`config.mk`:
```
export PLATFORM = sky130hd
export DESIGN_NAME = predicate_flag_unit
export DESIGN_NICKNAME = d
export VERILOG_FILES = /design/src/rtl/pfu_pkg.sv /design/src/rtl/pfu_cond_eval.sv /design/src/rtl/pfu_flag_calc.sv /design/src/rtl/pfu_update_ctl.sv /design/src/rtl/predicate_flag_unit.sv
export SDC_FILE = /design/constraint.sdc
export NUM_CORES = 1
export LEC_CHECK = 0
export CAP_MARGIN = 20
export CORE_AREA = 2 2 45 43
export DETAILED_ROUTE_END_ITERATION = 6
export DIE_AREA = 0 0 47 45
export GPL_ROUTABILITY_DRIVEN = 1
export HOLD_SLACK_MARGIN = 0.08
export PLACE_DENSITY = 0.71
export SLEW_MARGIN = 10
export SYNTH_ARGS = -nofsm -noshare
export SYNTH_HDL_FRONTEND = slang
export SYNTH_SLANG_ARGS = --single-unit
```
`constraint.sdc`:
```
create_clock -name clk -period 2.3 [get_ports clk]
set_input_delay 0.69 -clock clk [delete_from_list [all_inputs] [get_ports clk]]
set_output_delay 0.69 -clock clk [all_outputs]
set_load 0.01 [all_outputs]
```
`src/rtl/pfu_pkg.sv`:
```
package pfu_pkg;

    localparam int COND_W  = 4;
    localparam int NCODES  = 1 << COND_W;
    localparam int CLASS_W = 2;

    typedef enum logic [COND_W-1:0] {
        CC_EQ = 4'd0,  CC_NE = 4'd1,  CC_HS = 4'd2,  CC_LO = 4'd3,
        CC_MI = 4'd4,  CC_PL = 4'd5,  CC_VS = 4'd6,  CC_VC = 4'd7,
        CC_HI = 4'd8,  CC_LS = 4'd9,  CC_GE = 4'd10, CC_LT = 4'd11,
        CC_GT = 4'd12, CC_LE = 4'd13, CC_AL = 4'd14, CC_NV = 4'd15
    } cond_e;

    typedef enum logic [CLASS_W-1:0] {
        IC_DATA  = 2'd0,
        IC_CMP   = 2'd1,
        IC_OTHER = 2'd2,
        IC_SPARE = 2'd3
    } iclass_e;

    typedef struct packed {
        logic n;
        logic z;
        logic c;
        logic v;
    } flags_t;

    function automatic logic cond_holds(cond_e code, flags_t f);
        logic r;
        case (code)
            CC_EQ:   r = f.z;
            CC_NE:   r = !f.z;
            CC_HS:   r = f.c;
            CC_LO:   r = !f.c;
            CC_MI:   r = f.n;
            CC_PL:   r = !f.n;
            CC_VS:   r = f.v;
            CC_VC:   r = !f.v;
            CC_HI:   r = f.c && !f.z;
            CC_LS:   r = !f.c || f.z;
            CC_GE:   r = (f.n == f.v);
            CC_LT:   r = (f.n != f.v);
            CC_GT:   r = !f.z && (f.n == f.v);
            CC_LE:   r = f.z || (f.n != f.v);
            CC_AL:   r = 1'b1;
            default: r = 1'b0;
        endcase
        return r;
    endfunction

endpackage

```
`src/rtl/pfu_cond_eval.sv`:
```
module pfu_cond_eval
    import pfu_pkg::*;
(
    input  flags_t            flags_i,
    input  logic [COND_W-1:0] cond_i,
    output logic              pass_o
);

    logic [NCODES-1:0] hit_vec;

    for (genvar k = 0; k < NCODES; k++) begin : g_code
        assign hit_vec[k] = cond_holds(cond_e'(k), flags_i);
    end

    assign pass_o = hit_vec[cond_i];

endmodule

```
`src/rtl/pfu_flag_calc.sv`:
```
module pfu_flag_calc
    import pfu_pkg::*;
#(
    parameter int DATA_W = 32
) (
    input  logic [DATA_W-1:0] result_i,
    input  logic              add_carry_i,
    input  logic              add_ovf_i,
    input  logic              shift_carry_i,
    input  logic              logical_i,
    input  flags_t            cur_i,
    output flags_t            cand_o
);

    localparam int MSB = DATA_W - 1;

    always_comb begin
        cand_o.n = result_i[MSB];
        cand_o.z = (result_i == '0);
        if (logical_i) begin
            cand_o.c = shift_carry_i;
            cand_o.v = cur_i.v;
        end else begin
            cand_o.c = add_carry_i;
            cand_o.v = add_ovf_i;
        end
    end

endmodule

```
`src/rtl/pfu_update_ctl.sv`:
```
module pfu_update_ctl
    import pfu_pkg::*;
(
    input  logic [CLASS_W-1:0] iclass_i,
    input  logic               set_flags_i,
    input  logic               pass_i,
    output logic               wr_en_o
);

    iclass_e cls;

    always_comb begin
        cls = iclass_e'(iclass_i);
        wr_en_o = 1'b0;
        if (pass_i) begin
            case (cls)
                IC_CMP:  wr_en_o = 1'b1;
                IC_DATA: wr_en_o = set_flags_i;
                default: wr_en_o = 1'b0;
            endcase
        end
    end

endmodule

```
`src/rtl/predicate_flag_unit.sv`:
```
module predicate_flag_unit
    import pfu_pkg::*;
#(
    parameter int DATA_W = 32
) (
    input  logic              clk,
    input  logic              rst_n,
    input  logic [3:0]        cond_i,
    input  logic [1:0]        iclass_i,
    input  logic              set_flags_i,
    input  logic              logical_i,
    input  logic [DATA_W-1:0] result_i,
    input  logic              add_carry_i,
    input  logic              add_ovf_i,
    input  logic              shift_carry_i,
    output logic              exec_o,
    output logic [3:0]        flags_o
);

    typedef struct packed {
        flags_t flags;
    } state_t;

    state_t state_d, state_q;
    flags_t cand;
    logic   pass;
    logic   wr_en;

    pfu_cond_eval i_cond_eval (
        .flags_i (state_q.flags),
        .cond_i  (cond_i),
        .pass_o  (pass)
    );

    pfu_flag_calc #(.DATA_W(DATA_W)) i_flag_calc (
        .result_i      (result_i),
        .add_carry_i   (add_carry_i),
        .add_ovf_i     (add_ovf_i),
        .shift_carry_i (shift_carry_i),
        .logical_i     (logical_i),
        .cur_i         (state_q.flags),
        .cand_o        (cand)
    );

    pfu_update_ctl i_update_ctl (
        .iclass_i    (iclass_i),
        .set_flags_i (set_flags_i),
        .pass_i      (pass),
        .wr_en_o     (wr_en)
    );

    always_comb begin
        state_d = state_q;
        if (wr_en) begin
            state_d.flags = cand;
        end
    end

    always_ff @(posedge clk or negedge rst_n) begin
        if (!rst_n) begin
            state_q <= '0;
        end else begin
            state_q <= state_d;
        end
    end

    assign exec_o  = pass;
    assign flags_o = state_q.flags;

    AST_ALWAYS_RUNS: assert property (@(posedge clk) disable iff (!rst_n)
        (cond_i == 4'd14) |-> exec_o);

    AST_NEVER_RUNS: assert property (@(posedge clk) disable iff (!rst_n)
        (cond_i == 4'd15) |-> !exec_o);

    AST_DATA_NO_S_HOLD: assert property (@(posedge clk) disable iff (!rst_n)
        (iclass_i == 2'd0 && !set_flags_i) |=> $stable(flags_o));

    AST_FAIL_HOLD: assert property (@(posedge clk) disable iff (!rst_n)
        !exec_o |=> $stable(flags_o));

    AST_OTHER_HOLD: assert property (@(posedge clk) disable iff (!rst_n)
        iclass_i[1] |=> $stable(flags_o));

    AST_NZ_EXCLUSIVE: assert property (@(posedge clk) disable iff (!rst_n)
        (exec_o && iclass_i == 2'd1) |=> !(flags_o[3] && flags_o[2]));

    AST_LOGIC_KEEPS_V: assert property (@(posedge clk) disable iff (!rst_n)
        (exec_o && logical_i) |=> (flags_o[0] == $past(flags_o[0])));

endmodule

```
Word-level counts from Yosys, hierarchy flattened
Index checks and enable logic that the tools add are counted.
{"block": "classes", "muxes": 5, "eq_ne": 3, "reduce_logical": 11, "n_bitwise": 1, "n_lt_le_gt_ge": 1}
{"op": "32-bit logical NOT", "count": 1}
{"op": "4-bit by 5-bit less-than comparator with 1-bit output, second input constant", "count": 1}
{"op": "1-bit binary-select mux with 4-bit select", "count": 1}
{"op": "1-bit logical NOT", "count": 4}
{"op": "2-bit by 1-bit equality test with 1-bit output, second input constant", "count": 1}
{"op": "1-bit logical AND", "count": 2}
{"op": "2-bit logical NOT", "count": 1}
{"op": "1-bit logical OR", "count": 2}
{"op": "1-bit two-way mux", "count": 2}
{"op": "2-bit two-way mux", "count": 1}
{"op": "1-bit case mux with 2 select lines", "count": 1}
{"op": "2-bit AND reduction", "count": 1}
{"op": "1-bit equality test", "count": 1}
{"op": "1-bit inequality test", "count": 1}
{"op": "1-bit inverter", "count": 1}
{"block": "word_totals", "out_inout_bits": 5, "word_cells": 25, "ff_bits": 4}

Logic depth before layout (Yosys ltp)
{"block": "depth", "ltp_word": 6, "ltp_mapped": 5}

Hierarchy
Synthesis repeated with hierarchy kept, for this count alone.
{"block": "hier_totals", "hier_cells": 35, "area_unflattened_um2": 346.6}
{"mod": "predicate_flag_unit", "area_each_um2": 145.1, "cells_per_inst": 8, "instances": 1}
{"mod": "pfu_flag_calc", "area_each_um2": 102.6, "cells_per_inst": 14, "instances": 1}
{"mod": "pfu_cond_eval", "area_each_um2": 82.6, "cells_per_inst": 11, "instances": 1}
{"mod": "pfu_update_ctl", "area_each_um2": 16.3, "cells_per_inst": 2, "instances": 1}

Worst setup path before layout
No wires, ideal clock.
{"block": "synth_timing", "path_kind": "input to register", "startpoint": "input port cond_i[2]", "endpoint": "register state_q, in the netlist flags_o[0]", "path_slack_ns": 0.054, "setup_time_ns": 0.125, "t_required_ns": 2.175, "cell_stages": 5, "path_buffers": 0, "arrival_ns": 2.121, "cell_sequence": "o21ba_1 > o221a_4 > or4b_4 > a21o_1 > mux2_4"}
{"block": "synth_between", "elab_chain_cells": 4}
{"item": "start: declaration", "line": "predicate_flag_unit.sv:8", "source": "input logic [3:0] cond_i,"}
{"item": "1-bit binary-select mux with 4-bit select", "line": "pfu_cond_eval.sv:15", "source": "assign pass_o = hit_vec[cond_i];"}
{"item": "1-bit two-way mux (implied by the code)", "line": "pfu_cond_eval.sv:15"}
{"item": "1-bit two-way mux", "line": "pfu_update_ctl.sv:15", "source": "if (pass_i) begin"}
{"item": "2-bit AND reduction (no source line)"}
{"item": "end signal: assignment", "line": "predicate_flag_unit.sv:63", "source": "state_q <= state_d;"}
{"item": "end: declaration", "line": "predicate_flag_unit.sv:24", "source": "state_t state_d, state_q;"}
Every way passes these cells. The select of a mux whose other input is x is not followed.
A chain may end at the register's enable or synchronous reset.

Worst setup path in the final report
{"block": "layout_timing", "startpoint": "input port cond_i[2]", "endpoint": "output port exec_o"}
{"block": "layout_between", "elab_chain_cells": 2}
{"item": "1-bit binary-select mux with 4-bit select", "line": "pfu_cond_eval.sv:15"}
{"item": "1-bit two-way mux (implied by the code)", "line": "pfu_cond_eval.sv:15"}
{"item": "end: declaration", "line": "predicate_flag_unit.sv:16", "source": "output logic exec_o,"}
Every way passes these cells. The select of a mux whose other input is x is not followed.

==> results by group <==
STA
  – Period minus WS final: ~2.3 ns
  – WHS: between 0.5 and 0.6 ns
  – Final setup fails: 0
  – Clock skew: roughly 0.0047 ns
  – Setup WS post-layout: 0.0304 ns
  – Least-Margin Pin Slew: 0.276 ns
  – FMAX: 441 MHz
  – Setup_tns: 0 ns
  – Relative slew slack: ~81%
  – Max-slew violations: 0
  – RSZ-0062 raised after global routing: true
  – Final Hold Viols: 0
  – Tcrit/Tclk final: between 90% and 100%

Global routing
  – First-pass GRT wire length: 2090 um
  – Met1 Use GR: between 15 and 20%
  – Initial antenna violation count: 0
  – Total congestion overflow: 0
  – GR Layer Usage met3: under 10%
  – Number of global-route vias before repair: approximately 510
  – GRT busiest layer: met2
  – Largest net degree at the start of global routing: 5
  – Total track usage: about 14%
  – Met2 global-route usage: about 25%

Clock network
  – Clk slew on worst S/H paths: 0.03 ns
  – TritonCTS buffer count: 3
  – Root buffer cell: clkbuf_4
  – Clk_lat worst skew: about 0.23 ns
  – Max clock buf depth: 2
  – H-Tree Level Count: 1
  – TritonCTS clock tree: built
  – Clock Sinks: 4

Logic synthesis
  – Total number of yosys warnings: 0
  – Syn avg cell area: 10.1 um2
  – Synth Net Count: 82
  – Post-synthesis cell count: 37
  – Sequential fraction of the synthesis area: approximately 27%
  – Library cells used by synthesis: 19
  – Cell Area, Synth: between 300 and 400 um2
  – Register bit count reported by yosys: 4

Worst setup path
  – Worst-path fanout max: 4
  – CP endpoint kind: output pin
  – Worst EP required: about 1.6 ns
  – Setup CP Type: in2out
  – Setup crit start kind: input pin
  – WP data arrival: between 1.5 and 2 ns

Place
  – Post-detail-place hpwl: between 1000 and 1500 um
  – DP Area: about 930 um2
  – RD Place Congestion: 0.728
  – Dpl ws: -0.889 ns
  – Port Buffers: 49

Final layout
  – Diode count: 0
  – Share of layout cells above drive strength 1: 22.3%
  – Area delta synth->final: 157%
  – Final Cell Area: 958 um2
  – Final layout net count: between 100 and 150
  – Fin util: a little under 60%
  – Max reg flops: 4

Detailed routing
  – Starting DRT DRC Count: 2
  – # DRC: 0
  – Drt total wl: between 1000 and 1500 um
  – Via/cell ratio: between 4 and 5
  – Wirelength per Cell: around 11 um
  – First-pass DRT Iterations: 3
  – Vias: around 510
  – Post-DRT Antenna Nets: 0

Floorplanning
  – Die Wd: around 47 um
  – Row count: 14
  – Chip Height: 45 um
  – Placeable core region: about 1600 um2
  – Starting density of the core: between 20 and 25%
  – I/O Pins: 50
  – Die area: ~2100 um2

Pwr
  – Lkg Pwr: approximately 0.38 nW
  – Peak VDD IR: about 480 uV
  – PwrDens: about 570 nW/um2

Flow run
  – Max-Cap Viols: 0

Outcome
  – Outcome: finished clean

Worst hold path
  – HP Class: reg2reg
Yosys cell counts:
library cell | number | area (um2)
nor4_1 | 8 | 50.1
dfrtp_1 | 4 | 100
mux2_1 | 3 | 33.8
nor2_1 | 3 | 11.3
xnor2_1 | 3 | 26.3
mux2i_1 | 2 | 20.0
nand4_1 | 2 | 12.5
a21o_1 | 1 | 7.51
mux2_2 | 1 | 11.3
mux2_4 | 1 | 15.0
nand2_1 | 1 | 3.75
nand2b_1 | 1 | 6.26
o21ai_1 | 1 | 5.00
o21ba_1 | 1 | 10.0
o21bai_1 | 1 | 7.51
o221a_4 | 1 | 20.0
o22ai_2 | 1 | 12.5
or2_1 | 1 | 6.26
or4b_4 | 1 | 13.8
final timing paths:
kind                       startpoint          to  slack (ns)  depth (start not counted)
setup / recovery            cond_i[2]      exec_o        0.03                          6
hold / removal             flags_o[2]  flags_o[2]        0.55                          1
setup reg to reg           flags_o[1]  flags_o[0]        0.18                          6
hold reg to reg            flags_o[2]  flags_o[2]        0.55                          1
max in group asynchronous       rst_n  flags_o[0]        1.47                          1
min in group asynchronous       rst_n  flags_o[3]        0.66                          1
report_power, final:
group,switching [mW],internal (mW)
sequential,0.0255,0.0980
combinational,0.109,0.228
clock,0.0270,0.0582
total,0.161,0.385
metal layers:
metal  part of all wire (%)  routed length [um]
met3                    5.3                  69
met5                      0                   0
met4                      0                   0
met1                     39                 513
met2                     56                 728
timing repair:
action,CTS,global route
gates resized for setup,20,1
buffers inserted,0,0
pin swaps,7,3
hold buffers,0,0
gates cloned,0,0
setup endpoints to repair,5,1
cell type report:
type	count	area [um2]
Tap cell	24	30.0
Timing Repair Buffer	54	514
Multi-Input combinational cell	33	292
Clock buffer	3	22.5
Fill cell	157	653
Sequential cell	4	100
logic make-up (layout without fill, tap and decap cells):
group | after synthesis | after routing | synth area share (%)
flip-flops | 4 | 4 | 26.8
AO/OA/AOI/OAI | 6 | 6 | 16.8
buffers and inverters | 0 | 57 | 0
XOR/XNOR | 3 | 3 | 7.05
multiplexers | 7 | 7 | 21.5
AND/OR/NAND/NOR | 17 | 17 | 27.9
layout by cell type (no fill, tap or decap), drive strengths merged:
master,n
a21o,1
buf,8
clkbuf,4
clkdlybuf4s50,45
dfrtp,4
mux2,5
mux2i,2
nand2,1
nand2b,1
nand4,2
nor2,3
nor4,8
o21ai,1
o21ba,1
o21bai,1
o221a,1
o22ai,1
or2,1
or4b,1
xnor2,3
critical path, stage by stage:
cell and delay (ns):
buf_6 0.11, o21ba_4 0.19, o221a_4 0.26, nor2_2 0.09, xnor2_1 0.11, buf_2 0.14
through the flow:
stage	cells	total power, mW
finish	118	0.546
global route	118	0.586
floorplan	37	0.252
global placement	115	0.459
detailed placement	115	0.463
CTS	118	0.556
Power figures use the tool's default switching activity.
